## src/rtl/ps2tx_pkg.sv

```systemverilog
package ps2tx_pkg;

    typedef enum logic [1:0] {
        TX_IDLE    = 2'd0,
        TX_INHIBIT = 2'd1,
        TX_FRAME   = 2'd2
    } tx_state_e;

    typedef enum logic {
        XFER_OK      = 1'b0,
        XFER_TIMEOUT = 1'b1
    } xfer_status_e;

    localparam int unsigned POS_W = 4;
    typedef logic [POS_W-1:0] pos_t;

    // Bit positions of a host-to-device frame, counted by accepted edges
    localparam pos_t POS_DATA0  = pos_t'(1);
    localparam pos_t POS_PARITY = pos_t'(9);
    localparam pos_t POS_STOP   = pos_t'(10);
    localparam pos_t POS_ACK    = pos_t'(11);

    // Working context of one transfer
    typedef struct packed {
        logic [7:0] data;
        pos_t       pos;
        logic       clk_pull;
        logic       dat_pull;
    } tx_ctx_t;

    // Parity bit that makes the nine-bit total of ones odd
    function automatic logic odd_parity(input logic [7:0] b);
        return ~^b;
    endfunction

    // Pull-low enable that presents the bit belonging to position p
    function automatic logic pull_for_pos(input logic [7:0] b, input pos_t p);
        logic level;
        if (p == POS_PARITY) level = odd_parity(b);
        else                 level = b[3'(p - POS_DATA0)];
        return ~level;
    endfunction

endpackage

```

## src/rtl/ps2tx_line_sync.sv

```systemverilog
module ps2tx_line_sync #(
    parameter int unsigned WIDTH  = 2,
    parameter int unsigned STAGES = 2
) (
    input  logic             clk,
    input  logic             rst,
    input  logic [WIDTH-1:0] async_in,
    output logic [WIDTH-1:0] sync_out
);
    // Idle bus lines float high, so the chain resets to ones
    logic [STAGES-1:0][WIDTH-1:0] stage_q;

    generate
        if (STAGES == 1) begin : g_single
            always_ff @(posedge clk) begin
                if (rst) stage_q <= '1;
                else     stage_q <= async_in;
            end
        end else begin : g_chain
            always_ff @(posedge clk) begin
                if (rst) stage_q <= '1;
                else     stage_q <= {stage_q[STAGES-2:0], async_in};
            end
        end
    endgenerate

    assign sync_out = stage_q[STAGES-1];

endmodule

```

## src/rtl/ps2tx_edge_qual.sv

```systemverilog
module ps2tx_edge_qual #(
    parameter int unsigned IGNORE_CYC  = 3000,
    parameter int unsigned MIN_GAP_CYC = 2000,
    parameter int unsigned MAX_GAP_CYC = 6000
) (
    input  logic clk,
    input  logic rst,
    input  logic clk_level,   // synchronized bus clock
    input  logic restart,     // clock just released by the host
    input  logic past_first,  // first data bit already placed
    output logic edge_take,
    output logic edge_late
);
    localparam int unsigned REL_W   = $clog2(IGNORE_CYC + 1);
    localparam int unsigned GAP_SAT = MAX_GAP_CYC + 1;
    localparam int unsigned GAP_W   = $clog2(GAP_SAT + 1);
    localparam logic [REL_W-1:0] REL_LIM = REL_W'(IGNORE_CYC);
    localparam logic [GAP_W-1:0] GAP_MIN = GAP_W'(MIN_GAP_CYC);
    localparam logic [GAP_W-1:0] GAP_MAX = GAP_W'(MAX_GAP_CYC);
    localparam logic [GAP_W-1:0] GAP_TOP = GAP_W'(GAP_SAT);

    logic             prev_q;
    logic [REL_W-1:0] rel_cnt_q;
    logic [GAP_W-1:0] gap_cnt_q;
    logic             fall, early, spur, late;

    assign fall  = prev_q & ~clk_level;
    assign early = rel_cnt_q < REL_LIM;
    assign spur  = gap_cnt_q < GAP_MIN;
    assign late  = gap_cnt_q > GAP_MAX;

    assign edge_late = fall & ~early & late & past_first;
    assign edge_take = fall & ~early & ~(late & past_first) & ~spur;

    always_ff @(posedge clk) begin
        if (rst) begin
            prev_q    <= 1'b1;
            rel_cnt_q <= '0;
            gap_cnt_q <= '0;
        end else begin
            prev_q <= clk_level;
            if (restart)                rel_cnt_q <= '0;
            else if (rel_cnt_q != REL_LIM) rel_cnt_q <= rel_cnt_q + 1'b1;
            if (restart || edge_take)   gap_cnt_q <= '0;
            else if (gap_cnt_q != GAP_TOP) gap_cnt_q <= gap_cnt_q + 1'b1;
        end
    end

    AST_NO_BACK_TO_BACK_TAKE: assert property (@(posedge clk) disable iff (rst)
        edge_take |=> !edge_take);

    AST_NO_TAKE_AFTER_RESTART: assert property (@(posedge clk) disable iff (rst)
        restart |=> !edge_take && !edge_late);

endmodule

```

## src/rtl/ps2tx_xfer_timer.sv

```systemverilog
module ps2tx_xfer_timer #(
    parameter int unsigned LIMIT_CYC = 500_000_000
) (
    input  logic clk,
    input  logic rst,
    input  logic active,
    output logic expire
);
    localparam int unsigned CNT_W = $clog2(LIMIT_CYC + 1);
    localparam logic [CNT_W-1:0] LAST = CNT_W'(LIMIT_CYC - 1);

    logic [CNT_W-1:0] cnt_q;

    always_ff @(posedge clk) begin
        if (rst || !active)   cnt_q <= '0;
        else if (cnt_q != LAST) cnt_q <= cnt_q + 1'b1;
    end

    assign expire = active && (cnt_q == LAST);

    AST_EXPIRY_ENDS_TRANSFER: assert property (@(posedge clk) disable iff (rst)
        expire |=> !active);

endmodule

```

## src/rtl/ps2_host_tx.sv

```systemverilog
module ps2_host_tx
    import ps2tx_pkg::*;
#(
    parameter int unsigned INHIBIT_CYC = 10000,
    parameter int unsigned IGNORE_CYC  = 3000,
    parameter int unsigned MIN_GAP_CYC = 2000,
    parameter int unsigned MAX_GAP_CYC = 6000,
    parameter int unsigned TIMEOUT_CYC = 500_000_000,
    parameter int unsigned SYNC_STAGES = 2
) (
    input  logic       clk,
    input  logic       rst,
    input  logic       in_valid,
    input  logic [7:0] in_byte,
    output logic       in_ready,
    input  logic       ps2_clk_i,
    input  logic       ps2_dat_i,
    output logic       ps2_clk_pull,
    output logic       ps2_dat_pull,
    output logic       done,
    output logic       done_status
);
    localparam int unsigned INH_W = $clog2(INHIBIT_CYC + 1);
    localparam logic [INH_W-1:0] INH_LAST = INH_W'(INHIBIT_CYC - 1);

    tx_state_e        state_q, state_d;
    tx_ctx_t          ctx_q, ctx_d;
    logic [INH_W-1:0] inh_q, inh_d;
    logic             done_q, done_d;
    xfer_status_e     status_q, status_d;

    logic [1:0] line_sync;
    logic       clk_s, dat_s;
    logic       restart, past_first, in_frame;
    logic       q_take, q_late, take, late, ack_ok, wd_expire;
    logic       do_retry, do_finish;
    xfer_status_e fin_status;

    ps2tx_line_sync #(.WIDTH(2), .STAGES(SYNC_STAGES)) u_sync (
        .clk      (clk),
        .rst      (rst),
        .async_in ({ps2_clk_i, ps2_dat_i}),
        .sync_out (line_sync)
    );
    assign clk_s = line_sync[1];
    assign dat_s = line_sync[0];

    assign in_frame   = (state_q == TX_FRAME);
    assign restart    = (state_q == TX_INHIBIT) && (inh_q == INH_LAST);
    assign past_first = ctx_q.pos > POS_DATA0;

    ps2tx_edge_qual #(
        .IGNORE_CYC  (IGNORE_CYC),
        .MIN_GAP_CYC (MIN_GAP_CYC),
        .MAX_GAP_CYC (MAX_GAP_CYC)
    ) u_qual (
        .clk        (clk),
        .rst        (rst),
        .clk_level  (clk_s),
        .restart    (restart),
        .past_first (past_first),
        .edge_take  (q_take),
        .edge_late  (q_late)
    );

    ps2tx_xfer_timer #(.LIMIT_CYC(TIMEOUT_CYC)) u_timer (
        .clk    (clk),
        .rst    (rst),
        .active (state_q != TX_IDLE),
        .expire (wd_expire)
    );

    assign take   = q_take & in_frame;
    assign late   = q_late & in_frame;
    assign ack_ok = take && (ctx_q.pos == POS_ACK) && !dat_s;

    always_comb begin
        state_d    = state_q;
        ctx_d      = ctx_q;
        inh_d      = inh_q;
        done_d     = 1'b0;
        status_d   = status_q;
        do_retry   = 1'b0;
        do_finish  = 1'b0;
        fin_status = XFER_OK;

        unique case (state_q)
            TX_IDLE: begin
                if (in_valid) begin
                    ctx_d.data     = in_byte;
                    ctx_d.pos      = POS_DATA0;
                    ctx_d.clk_pull = 1'b1;
                    ctx_d.dat_pull = 1'b0;
                    inh_d          = '0;
                    state_d        = TX_INHIBIT;
                end
            end
            TX_INHIBIT: begin
                if (wd_expire) begin
                    do_finish  = 1'b1;
                    fin_status = XFER_TIMEOUT;
                end else if (restart) begin
                    ctx_d.clk_pull = 1'b0;
                    ctx_d.dat_pull = 1'b1;   // start bit
                    ctx_d.pos      = POS_DATA0;
                    state_d        = TX_FRAME;
                end else begin
                    inh_d = inh_q + 1'b1;
                end
            end
            TX_FRAME: begin
                if (wd_expire && !ack_ok) begin
                    do_finish  = 1'b1;
                    fin_status = XFER_TIMEOUT;
                end else if (late) begin
                    do_retry = 1'b1;
                end else if (take) begin
                    if (ctx_q.pos <= POS_PARITY) begin
                        ctx_d.dat_pull = pull_for_pos(ctx_q.data, ctx_q.pos);
                        ctx_d.pos      = ctx_q.pos + pos_t'(1);
                    end else if (ctx_q.pos == POS_STOP) begin
                        ctx_d.dat_pull = 1'b0;
                        ctx_d.pos      = ctx_q.pos + pos_t'(1);
                    end else if (ack_ok) begin
                        do_finish  = 1'b1;
                        fin_status = XFER_OK;
                    end else begin
                        do_retry = 1'b1;      // NACK or out of sync
                    end
                end
            end
            default: state_d = TX_IDLE;
        endcase

        if (do_retry) begin
            ctx_d.clk_pull = 1'b1;
            ctx_d.dat_pull = 1'b0;
            ctx_d.pos      = POS_DATA0;
            inh_d          = '0;
            state_d        = TX_INHIBIT;
        end
        if (do_finish) begin
            ctx_d.clk_pull = 1'b0;
            ctx_d.dat_pull = 1'b0;
            done_d         = 1'b1;
            status_d       = fin_status;
            state_d        = TX_IDLE;
        end
    end

    always_ff @(posedge clk) begin
        if (rst) begin
            state_q  <= TX_IDLE;
            ctx_q    <= '{data: 8'h00, pos: POS_DATA0, clk_pull: 1'b0, dat_pull: 1'b0};
            inh_q    <= '0;
            done_q   <= 1'b0;
            status_q <= XFER_OK;
        end else begin
            state_q  <= state_d;
            ctx_q    <= ctx_d;
            inh_q    <= inh_d;
            done_q   <= done_d;
            status_q <= status_d;
        end
    end

    assign in_ready     = (state_q == TX_IDLE);
    assign ps2_clk_pull = ctx_q.clk_pull;
    assign ps2_dat_pull = ctx_q.dat_pull;
    assign done         = done_q;
    assign done_status  = status_q;

    AST_IDLE_LINES_FREE: assert property (@(posedge clk) disable iff (rst)
        in_ready |-> !ps2_clk_pull && !ps2_dat_pull);

    AST_START_ON_RELEASE: assert property (@(posedge clk) disable iff (rst)
        ($fell(ps2_clk_pull) && !in_ready) |-> ps2_dat_pull);

    AST_STOP_RELEASED: assert property (@(posedge clk) disable iff (rst)
        (state_q == TX_FRAME && ctx_q.pos == POS_ACK) |-> !ps2_dat_pull);

    AST_DONE_ONE_CYCLE: assert property (@(posedge clk) disable iff (rst)
        done |=> !done);

    AST_DONE_WHEN_IDLE: assert property (@(posedge clk) disable iff (rst)
        done |-> in_ready);

    AST_NACK_RESENDS: assert property (@(posedge clk) disable iff (rst)
        (take && ctx_q.pos == POS_ACK && dat_s && !wd_expire) |=> ps2_clk_pull && !done);

    AST_BUSY_AFTER_ACCEPT: assert property (@(posedge clk) disable iff (rst)
        (in_valid && in_ready) |=> !in_ready && ps2_clk_pull);

    AST_POS_IN_RANGE: assert property (@(posedge clk) disable iff (rst)
        (state_q == TX_FRAME) |-> (ctx_q.pos >= POS_DATA0 && ctx_q.pos <= POS_ACK));

endmodule

```

## config.mk

```make
export PLATFORM = sky130hd
export DESIGN_NAME = ps2_host_tx
export DESIGN_NICKNAME = d
export VERILOG_FILES = /design/src/rtl/ps2tx_pkg.sv /design/src/rtl/ps2tx_line_sync.sv /design/src/rtl/ps2tx_edge_qual.sv /design/src/rtl/ps2tx_xfer_timer.sv /design/src/rtl/ps2_host_tx.sv
export SDC_FILE = /design/constraint.sdc
export NUM_CORES = 1
export LEC_CHECK = 0
export BUFFER_PORTS_ARGS = -buffer_cell sky130_fd_sc_hd__buf_4
export CORE_MARGIN = 3
export CORE_UTILIZATION = 45
export CTS_BUF_LIST = sky130_fd_sc_hd__clkbuf_8
export DETAILED_ROUTE_END_ITERATION = 16
export GPL_ROUTABILITY_DRIVEN = 0
export GPL_TIMING_DRIVEN = 1
export MAX_ROUTING_LAYER = met4
export PLACE_DENSITY_LB_ADDON = 0.2
export SLEW_MARGIN = 20
export SYNTH_ARGS = -nofsm -noshare
export SYNTH_HDL_FRONTEND = slang
export SYNTH_SLANG_ARGS = --single-unit
```

## constraint.sdc

```tcl
create_clock -name clk -period 2.86 [get_ports clk]
set_input_delay 0.286 -clock clk [delete_from_list [all_inputs] [get_ports clk]]
set_output_delay 0.286 -clock clk [all_outputs]
set_load 0.005 [all_outputs]
```

## Word level (Yosys, flattened, before mapping)

Cells that the tools add are included.

| word-level totals | value |
|---|---|
| ROM bits | 0 |
| output and inout bits | 5 |
| bits in latches | 0 |
| input port bits | 13 |
| flip-flop bits (word level) | 91 |
| memory bits (writable) | 0 |
| memories | 0 |
| logic and storage cells | 143 |

| operators by class | value |
|---|---|
| shift-type cells | 0 |
| bitwise gates (word level) | 15 |
| eq/ne operators | 22 |
| muxes and demuxes | 52 |
| add/sub/neg operators | 6 |
| divide/modulo/power cells | 0 |
| magnitude comparators | 6 |
| reduce and logical (&&, ||, !) cells | 27 |
| multipliers | 0 |

Operators with widths:

| operator | count |
|---|---|
| $mux 14 | 3 |
| $add 29x1->29 const B | 1 |
| $eq 29x29->1 const B | 1 |
| $mux 1 | 29 |
| $ne 29x29->1 const B | 1 |
| $pmux 14 s2 | 1 |
| $mux 4 | 5 |
| $mux 6 | 3 |
| $reduce_and 4->1 | 4 |
| $add 14x1->14 const B | 1 |
| $eq 14x14->1 const B | 1 |
| $add 13x1->13 const B | 1 |
| $gt 13x13->1 const B | 1 |
| $lt 13x11->1 const B | 1 |
| $ne 13x13->1 const B | 1 |
| $add 12x1->12 const B | 1 |
| $eq 4x4->1 const B | 3 |
| $lt 12x12->1 const B | 1 |
| $ne 12x12->1 const B | 1 |
| $pmux 4 s3 | 1 |
| $ne 2x2->1 const B | 5 |
| $and 1x1->1 | 9 |
| $mux 2 | 4 |
| $reduce_and 8->1 | 1 |
| other kinds (26) | 48 |

## Longest topological paths before layout

| logic depth | value |
|---|---|
| word-level depth | 19 |
| mapped depth | 9 |
| depth with buffers taken out | 8 |

## Modules after synthesis

A second synthesis with hierarchy kept.

| unflattened totals | value |
|---|---|
| cells, all modules | 546 |
| area total of the unflattened synthesis | 4,710.8 um2 |

Modules (own cells, without submodules):

| module | seq. area each (um2) | instances | cells an instance | area each (um2) |
|---|---|---|---|---|
| ps2_host_tx | 640.6 | 1 | 228 | 1,899.3 |
| ps2tx_xfer_timer | 580.6 | 1 | 163 | 1,430.1 |
| ps2tx_edge_qual | 520.5 | 1 | 145 | 1,261.2 |
| ps2tx_line_sync | 80.1 | 1 | 10 | 120.1 |

## Worst setup path after synthesis

OpenSTA, ideal clock, no wires.

| timing path | value |
|---|---|
| path kind | reg-to-reg |
| start | register ctx_q[2] in the netlist's numbering |
| end | register inh_q[10] |
| period minus slack after synthesis | 2.267 ns |
| buffers on the path | 1 |
| library setup time | 0.117 ns |
| cell stages (with the launch flop) | 10 |
| data required time | 2.743 ns |
| setup slack | 0.593 ns |
| data arrival time | 2.150 ns |
| path through | dfxtp_1 -> inv_1 -> ha_1 -> nor3_1 -> a21o_1 -> a32oi_1 -> o41ai_4 -> a21o_1 -> buf_2 -> nor2_1 |

| between the ends | value |
|---|---|
| cells in the longest elaborated chain, start to end | 16 |
| elaborated cells between the ends (all ways) | 23 |
| classes of those cells | order compare: 2; eq/ne: 2; mux: 7; bitwise: 7; reduce/logical: 5 |

Ends and longest elaborated chain:

| item | RTL line | source |
|---|---|---|
| from (decl) | ps2_host_tx.sv:27 | `tx_ctx_t ctx_q, ctx_d;` |
| from (signal assigned) | ps2_host_tx.sv:154 | `ctx_q <= '{data: 8'h00, pos: POS_DATA0, clk_pull: 1'b0, dat_pull: 1'b0};` |
| from (signal assigned) | ps2_host_tx.sv:160 | `ctx_q <= ctx_d;` |
| $gt 4x1->1 | ps2_host_tx.sv:50 | `assign past_first = ctx_q.pos > POS_DATA0;` |
| $and 1x1->1 | ps2tx_edge_qual.sv:33 | `assign edge_take = fall & ~early & ~(late & past_first) & ~spur;` |
| $not 1->1 | ps2tx_edge_qual.sv:33 |  |
| $and 1x1->1 (2 in series) | ps2tx_edge_qual.sv:33 |  |
| $and 1x1->1 | ps2_host_tx.sv:73 | `assign take = q_take & in_frame;` |
| $logic_and 1x1->1 (2 in series) | ps2_host_tx.sv:75 | `assign ack_ok = take && (ctx_q.pos == POS_ACK) && !dat_s;` |
| $mux 1 | ps2_host_tx.sv:124 | `end else if (ack_ok) begin` |
| $mux 1 | ps2_host_tx.sv:121 | `end else if (ctx_q.pos == POS_STOP) begin` |
| $mux 1 | ps2_host_tx.sv:118 | `if (ctx_q.pos <= POS_PARITY) begin` |
| $mux 1 | ps2_host_tx.sv:117 | `end else if (take) begin` |
| $mux 1 | ps2_host_tx.sv:115 | `end else if (late) begin` |
| $mux 1 * | ps2_host_tx.sv:112 | `if (wd_expire && !ack_ok) begin` |
| $mux 1 * | ps2_host_tx.sv:87 | `unique case (state_q)` |
| $reduce_or 2->1 (no source line) * | - |  |
| to (signal assigned) | ps2_host_tx.sv:161 | `inh_q <= inh_d;` |
| to (decl) | ps2_host_tx.sv:28 | `logic [INH_W-1:0] inh_q, inh_d;` |

Mark *: on every way between the ends. The rest lies on a longest branch, timed or not.
A chain may end at the register's enable or synchronous reset.

## Worst setup path in the final report

| timing path | value |
|---|---|
| start | register ctx_q[2] in the netlist's numbering |
| end | register state_q[0] |

| between the ends | value |
|---|---|
| cells in the longest elaborated chain, start to end | 17 |
| elaborated cells between the ends (all ways) | 36 |
| classes of those cells | order compare: 2; eq/ne: 6; mux: 15; bitwise: 7; reduce/logical: 6 |

Ends and longest elaborated chain:

| item | RTL line | source |
|---|---|---|
| $gt 4x1->1 | ps2_host_tx.sv:50 |  |
| $and 1x1->1 | ps2tx_edge_qual.sv:33 |  |
| $not 1->1 | ps2tx_edge_qual.sv:33 |  |
| $and 1x1->1 (2 in series) | ps2tx_edge_qual.sv:33 |  |
| $and 1x1->1 | ps2_host_tx.sv:73 |  |
| $logic_and 1x1->1 (2 in series) | ps2_host_tx.sv:75 |  |
| $mux 1 | ps2_host_tx.sv:124 |  |
| $mux 1 | ps2_host_tx.sv:121 |  |
| $mux 1 | ps2_host_tx.sv:118 |  |
| $mux 1 | ps2_host_tx.sv:117 |  |
| $mux 1 | ps2_host_tx.sv:115 |  |
| $mux 1 | ps2_host_tx.sv:112 |  |
| $mux 1 | ps2_host_tx.sv:87 |  |
| $ne 3x2->1 (no source line) (tied with other cells) | - |  |
| $reduce_and 4->1 (no source line) | - |  |
| to (signal assigned) | ps2_host_tx.sv:159 | `state_q <= state_d;` |
| to (decl) | ps2_host_tx.sv:26 | `tx_state_e state_q, state_d;` |

Parallel ways exist; a longest one is shown, timed or not.

==> qor.csv <==
metric,value,unit
outcome,"complete, no violations",
ys.flop_type,dfxtp_1,
worst_hold_slack,0.0983,ns
crit_fanout,8,
grt_pass1_vias,3792,
mostFrequentLayoutCells,"91 x dfxtp_1, 73 x nor2_1, 42 x nand2_1",
skew,0.00731,ns
postLayoutSetupSlackWorst,0.328,ns
clk_pin_slew,0.09,ns
num_vias,3944,
grt_max_degree,29,
fmax,395,MHz
place_hpwl,7.25,mm
synthCells,551,
yosys_warnings,0,
synth_cell_types,65,
cts_sinks,91,
synth-async-reset-ratio,0,
layout_commonest_cell,dfxtp_1,
dieArea,11900,um2
setup-tns-final,0,ns
setup_viol,0,
remaining_drc_errors,0,
drt_pass1_iterations,4,
start_kind,flop,
maxSlewHeadroom,0.621,
std_cell_rows,36,
syn_area_per_cell,8.65,um2
p_per_area,597,nW/um2
cts_resized,0,
drive_gt1_frac,0.120,
viasPerCell,5.56,
end_kind,flop,
initial_core_util,0.475,
hold_viol,0,
irDropWorstVdd,0.335,mV
ant_nets,0,
dpl_cell_area,5050,um2
post-route-min-period,2.53,ns
holdBufCountCts,0,
num-nets-final,599,
diodes,0,
cts.htree.levels,3,
cts_tree,done,
worstSetupPathType,reg2reg,
slew_violations,0,
post_cts_buffers,0,
antenna_found_initial,0,
die_height,109,um
crit_required,3.10,ns
fp.coreArea,10000,um2
wl_per_cell,14.2,um
synth_nets,579,
die_w,109,um
final_util,0.526,
drv_cap,0,
rsz0062_at_grt,false,
place_ws,0.370,ns
leakage,0.00192,uW
ys_ff_latch,91,
grt_first_pass_wirelength,17.2,mm
final_area,5280,um2
worstPathArrival,2.77,ns
syn_area,4770,um2
grt.total_usage,0.184,
portBuffers,17,
clock_latency,0.37,ns
worst_pin_slew,0.569,ns
cts_buffer_depth,2,
grt-ovfl-total,0,
area.growth.synth_to_final,10.8,%
worstHoldPathType,in2reg,
seq_area_frac_synth,0.382,
period_share,0.885,
io_pins,18,
drt_iter0_drc,186,
cts-root-buf,clkbuf_8,
numCtsBuffers,9,
wl,10.1,mm
synth-edff-count,0,
[sequential cells by signal (all words and copies together), names as in the netlist, 2 cells and up]
| name | cells |
|---|---|
| ctx_q | 12 |
| u_qual.gap_cnt_q | 13 |
| inh_q | 14 |
| u_timer.cnt_q | 29 |
| u_sync.stage_q | 2 |
| state_q | 2 |
| u_sync.sync_out | 2 |
| u_qual.rel_cnt_q | 12 |
[where the power goes]
| part | switching (uW) | internal [uW] | total [uW] |
|---|---|---|---|
| Clock | 478 | 525 | 1000 |
| Combinational | 470 | 288 | 758 |
| Sequential | 63.3 | 1330 | 1390 |
| Total | 1010 | 2140 | 3160 |
[per-stage QoR]
stage | cells | total power (uW)
finish | 709 | 3160
global route | 709 | 3340
CTS | 709 | 3190
detailed placement | 693 | 2190
global placement | 693 | 2170
floorplan | 551 | 1980
[final cells by class]
type	instances	area, um2
clock buffers	10	138
clock inverters	6	93.8
fillers	924	4760
inverters	14	52.6
multi-input cells	431	2830
flip-flops and latches	91	1820
well taps	133	166
repair buffers	24	180
[synth_stat cells (all sizes together) (4+ instances only)]
cell	number	area (um2)
or3	11	70.1
o211ai	4	30.0
nand3	27	135
clkbuf	10	38.8
nor3	13	76.3
nor2	74	285
nand3b	4	30.0
a31oi	6	37.5
or2	12	75.1
nor4b	5	43.8
a21oi	33	165
xnor2	36	315
nor4	9	71.3
nand2	42	158
nand4	14	87.6
dfxtp	91	1820
buf	5	23.8
nor2b	4	25.0
o31ai	4	30.0
and4	6	55.1
and2	5	31.3
ha	15	188
inv	14	52.6
o21ai	18	90.1
xor2	19	166
and3	15	93.8
a41o	6	60.1
a211oi	5	37.5
[cell families after synthesis]
| logic type | after synthesis | share of synthesized area |
|---|---|---|
| muxes | 6 | 0.0184 |
| DFF | 91 | 0.382 |
| and+or+nand+nor | 261 | 0.300 |
| adders and majority gates | 15 | 0.0394 |
| xor gates and xnor gates | 55 | 0.101 |
| AOI/OAI and AO/OA | 94 | 0.135 |
| buffers and inverters | 29 | 0.0241 |
[layer usage]
layer | track usage | wire length [um]
met4 | 0.0784 | 293
met2 | 0.293 | 4690
met5 | - | 0
met1 | 0.222 | 4770
met3 | 0.0432 | 299
[worst paths after layout]
kind	start	to	slack, ns	cells past startpoint
max	ctx_q[2]	state_q[0]	0.33	8
min	ps2_dat_i	u_sync.stage_q[0]	0.1	2
max reg2reg	ctx_q[2]	state_q[0]	0.33	8
min reg2reg	u_sync.stage_q[1]	u_sync.sync_out[1]	0.42	1
[critical path: stages (launching register included)]
cell and delay (ns):
dfxtp_1 0.47, inv_1 0.10, ha_1 0.25, nor3_1 0.29, nand3_1 0.15, a2111oi_0 0.40
a21oi_1 0.13, a21oi_1 0.48, nor4b_1 0.13
No activity file was read; power rests on OpenSTA's default activity.
